<file path="src/rtl/bcd_dec_pkg.sv">
package bcd_dec_pkg;
  localparam int unsigned ADDR_W  = 4;
  localparam int unsigned NUM_OUT = 10;
endpackage

</file>
<file path="src/rtl/bcd_addr_decode.sv">
module bcd_addr_decode #(
  parameter int unsigned ADDR_W  = bcd_dec_pkg::ADDR_W,
  parameter int unsigned NUM_OUT = bcd_dec_pkg::NUM_OUT
) (
  input  logic [ADDR_W-1:0]  addr_i,
  output logic [NUM_OUT-1:0] hot_o
);
  // codes at or above NUM_OUT match no line
  for (genvar g = 0; g < NUM_OUT; g++) begin : g_line
    assign hot_o[g] = (addr_i == ADDR_W'(g));
  end
endmodule

</file>
<file path="src/rtl/bcd_enable_gate.sv">
module bcd_enable_gate #(
  parameter int unsigned NUM_OUT = bcd_dec_pkg::NUM_OUT
) (
  input  logic               en_n_i,
  input  logic               en_i,
  input  logic [NUM_OUT-1:0] hot_i,
  output logic [NUM_OUT-1:0] sel_o
);
  logic gate_on;
  assign gate_on = ~en_n_i & en_i;
  assign sel_o   = hot_i & {NUM_OUT{gate_on}};
endmodule

</file>
<file path="src/rtl/bcd_out_stage.sv">
module bcd_out_stage #(
  parameter int unsigned NUM_OUT = bcd_dec_pkg::NUM_OUT
) (
  input  logic [NUM_OUT-1:0] sel_i,
  input  logic               pol_i,
  input  logic               oe_ni,
  output logic [NUM_OUT-1:0] data_o,
  output logic [NUM_OUT-1:0] drv_o
);
  for (genvar g = 0; g < NUM_OUT; g++) begin : g_pin
    assign data_o[g] = sel_i[g] ^ pol_i;
    assign drv_o[g]  = ~oe_ni;
  end
endmodule

</file>
<file path="src/rtl/bcd_decode_demux.sv">
module bcd_decode_demux #(
  parameter int unsigned ADDR_W  = bcd_dec_pkg::ADDR_W,
  parameter int unsigned NUM_OUT = bcd_dec_pkg::NUM_OUT
) (
  input  logic [ADDR_W-1:0]  addr_i,
  input  logic               en_n_i,
  input  logic               en_i,
  input  logic               pol_i,
  input  logic               oe_ni,
  output logic [NUM_OUT-1:0] data_o,
  output logic [NUM_OUT-1:0] drv_o
);
  logic [NUM_OUT-1:0] hot;
  logic [NUM_OUT-1:0] sel;

  bcd_addr_decode #(.ADDR_W(ADDR_W), .NUM_OUT(NUM_OUT)) u_dec (
    .addr_i(addr_i),
    .hot_o (hot)
  );

  bcd_enable_gate #(.NUM_OUT(NUM_OUT)) u_gate (
    .en_n_i(en_n_i),
    .en_i  (en_i),
    .hot_i (hot),
    .sel_o (sel)
  );

  bcd_out_stage #(.NUM_OUT(NUM_OUT)) u_out (
    .sel_i (sel),
    .pol_i (pol_i),
    .oe_ni (oe_ni),
    .data_o(data_o),
    .drv_o (drv_o)
  );
endmodule

</file>
<file path="config.mk">
export PLATFORM = sky130hd
export DESIGN_NAME = bcd_decode_demux
export DESIGN_NICKNAME = d
export VERILOG_FILES = /design/src/rtl/bcd_dec_pkg.sv /design/src/rtl/bcd_addr_decode.sv /design/src/rtl/bcd_enable_gate.sv /design/src/rtl/bcd_out_stage.sv /design/src/rtl/bcd_decode_demux.sv
export SDC_FILE = /design/constraint.sdc
export NUM_CORES = 1
export LEC_CHECK = 0
export ABC_AREA = 1
export BUFFER_PORTS_ARGS = -buffer_cell sky130_fd_sc_hd__buf_2
export CORE_AREA = 2 2 39 41
export DETAILED_ROUTE_END_ITERATION = 8
export DIE_AREA = 0 0 41 43
export PLACE_DENSITY_LB_ADDON = 0.2
export SLEW_MARGIN = 20
export SYNTH_ARGS = -nofsm -noshare
export SYNTH_HDL_FRONTEND = slang
export SYNTH_SLANG_ARGS = --single-unit
export TNS_END_PERCENT = 5
</file>
<file path="constraint.sdc">
create_clock -name vclk -period 0.8
set_input_delay 0.08 -clock vclk [all_inputs]
set_output_delay 0.08 -clock vclk [all_outputs]
set_load 0.02 [all_outputs]
</file>
==> impl_results.md <==
* Status: finished with violations
* Failing checks: negative setup slack
* Number of I/O port buffers at 28
* Post-route ant nets at 0
* FF/Latch Area at 0 µm²
* Final setup fails at 8
* GRT Total Usage at 13.4%
* Worst Path Required at 0.72 ns
* Core area at 1380 µm²
* Detailed Route Iter0 Violations at 5
* GRT overflow at 0
* P_sw at 255 µW
* IO Pins at 28
* Worst slew pin tran at 0.207 ns
* Power Total at between 400 and 500 µW
* Number of fill cells at about 140
* Post-synth top area cell: nand3_1
* First-pass GRT wire length at 1.76 mm
* Gpl congestion at 0.762
* Setup Fix Bufs, Post-CTS at 0
* Die area at 1760 µm²
* Diode count at 0
* Multi-input logic area at roughly 400 µm²
* Yosys cell types at 10
* Fin. Hold Viols at 0
* Peak Freq at ~1200 MHz
* Pre-CTS setup slack at -0.151 ns
* Cells after Synth at 76
* Sw Share at 59.3%
* Sequential cell area fraction in the yosys report at 0%
* Number of clock buffers in the layout at 0
* Final period utilization at 102%
* Vias in the first global route at 460
* Pleak at 0.337 nW
* Post-route design area at 739 µm²
* Final WS setup at -0.0175 ns
* RSZ-0062 raised after global routing: yes
* Area Overhead vs Synth at 99.0%
* Pins Over Slew Limit at 0
* Layout Utilization at between 50% and 60%
* Kind of critical path: in2out
* Vias/cell at 4.72
* Largest net degree at the start of global routing at 11
* Share of layout cells above drive strength 1 at 66.7%
* Placed cell areas at 460 µm²
* Top cells by area, synth: nand3_1 (27%), nand2_1 (26%), buf_4 (18%), nor2_2 (8.4%), inv_1 (7.1%)
* HPWL after DPL at 785 µm
* Final-stage net count at 106
* Combinational power share at 100.0%
* Max FO, Critical Path at 4
* Row cnt at 14
* Synth Net Count at 84
* DR DRC count at 0
* Average cell area after synthesis at approximately 4.9 µm²
* Vias post-DR at 529
* Die width at 41 µm
* Cell Int Power at 175 µW
* Max-Cap Viols at 0
* TNS Setup at -0.0585 ns
* Netlist Area Pre-Place at 372 µm²
* Max IR drop VDD at between 0.0002 and 0.00025 V
* Yosys warns at 0
* Crit start category: input pin
* Hold Path Class: in2out
* Yosys top cell area share at 26.9%
* Commonest non-fill, non-tap cell in the layout: nand2_1
* Initial antenna violation count at 0
* 1st-pass router iterations at 2
* Power density over the cells at 581 nW/µm²
* Clk pwr share at 0%
* Sequential power share at 0%
* Sequential cells at 0
* Worst setup EP type: primary output
* Highest-count cells in the layout ignoring fill and taps: nand2_1 (19), buf_6 (13), nor2_4 (12), nand3_1 (12), buf_2 (12)
* Worst slew margin at 86.2%
* Die Height at 43 µm
* Initial Util at a little over a quarter
* Arr. time, crit path at 0.74 ns
* Tmin final at slightly above 0.8 ns
* DR WL/cell at 10.2 µm
* Final wirelength at roughly 1.1 mm
-- cell type report --
class / instances / share of cell area [%]
inverters: 9 / 6.77
well taps: 16 / 2.71
repair buffers: 29 / 36.4
multi-input cells: 58 / 54.1
-- layer usage --
layer  track usage [%]  part of all wire, %  vias up
li1                  -                    -      272
met3             0.524                  6.4        0
met5                 0                    0        -
met4              2.67                    0        0
met1              17.1                   40      238
met2              23.4                   54       19
-- worst max-delay path, cell delays in order --
cell and delay (ns):
buf_6 0.12, inv_4 0.07, nand2_2 0.06, nor2_4 0.12, nand3_1 0.08, nand2_1 0.09
buf_6 0.11
-- path summary, 6_finish.rpt --
path | startpoint | to | slack, ns | cells past startpoint
setup / recovery | addr_i[1] | data_o[1] | -0.02 | 7
hold / removal | oe_ni | drv_o[8] | 0.49 | 3
-- power by group through the flow --
stage | clock (mW) | combinational [mW] | sequential (mW)
2_1_floorplan | 0 | 0.208 | 0
5_1_grt | 0 | 0.459 | 0
3_3_place_gp | 0 | 0.273 | 0
6_report | 0 | 0.430 | 0
4_1_cts | 0 | 0.420 | 0
3_5_place_dp | 0 | 0.274 | 0
-- stage by stage --
| stage | hold slack (ns) | cells |
|---|---|---|
| 6_report | 0.492 | 112 |
| 5_1_grt | 0.565 | 112 |
| 4_1_cts | 0.501 | 112 |
| 3_5_place_dp | 0.502 | 111 |
| 3_3_place_gp | 0.491 | 111 |
| 2_1_floorplan | 0.305 | 76 |
-- Yosys cell counts (all sizes together) --
cell type,count
nand2,26
nand3,20
nor2,11
buf,10
inv,8
clkinv,1
-- logic make-up (layout without fill, tap and decap cells) --
| logic type | after synthesis | in the layout | synth area share (%) |
|---|---|---|---|
| and+or+nand+nor | 57 | 58 | 69.7 |
| buffers and inverters | 19 | 38 | 30.3 |
-- repair_timing --
| item | 4_1_cts | 5_1_grt |
|---|---|---|
| cloned | 1 | 0 |
| endpoints found under the setup margin | 10 | 10 |
| hold endpoints to repair | 0 | 0 |
| hold buffers | 0 | 0 |
| resized for setup | 78 | 5 |
| pin swaps | 23 | 6 |
No activity file was read; power rests on OpenSTA's default activity.
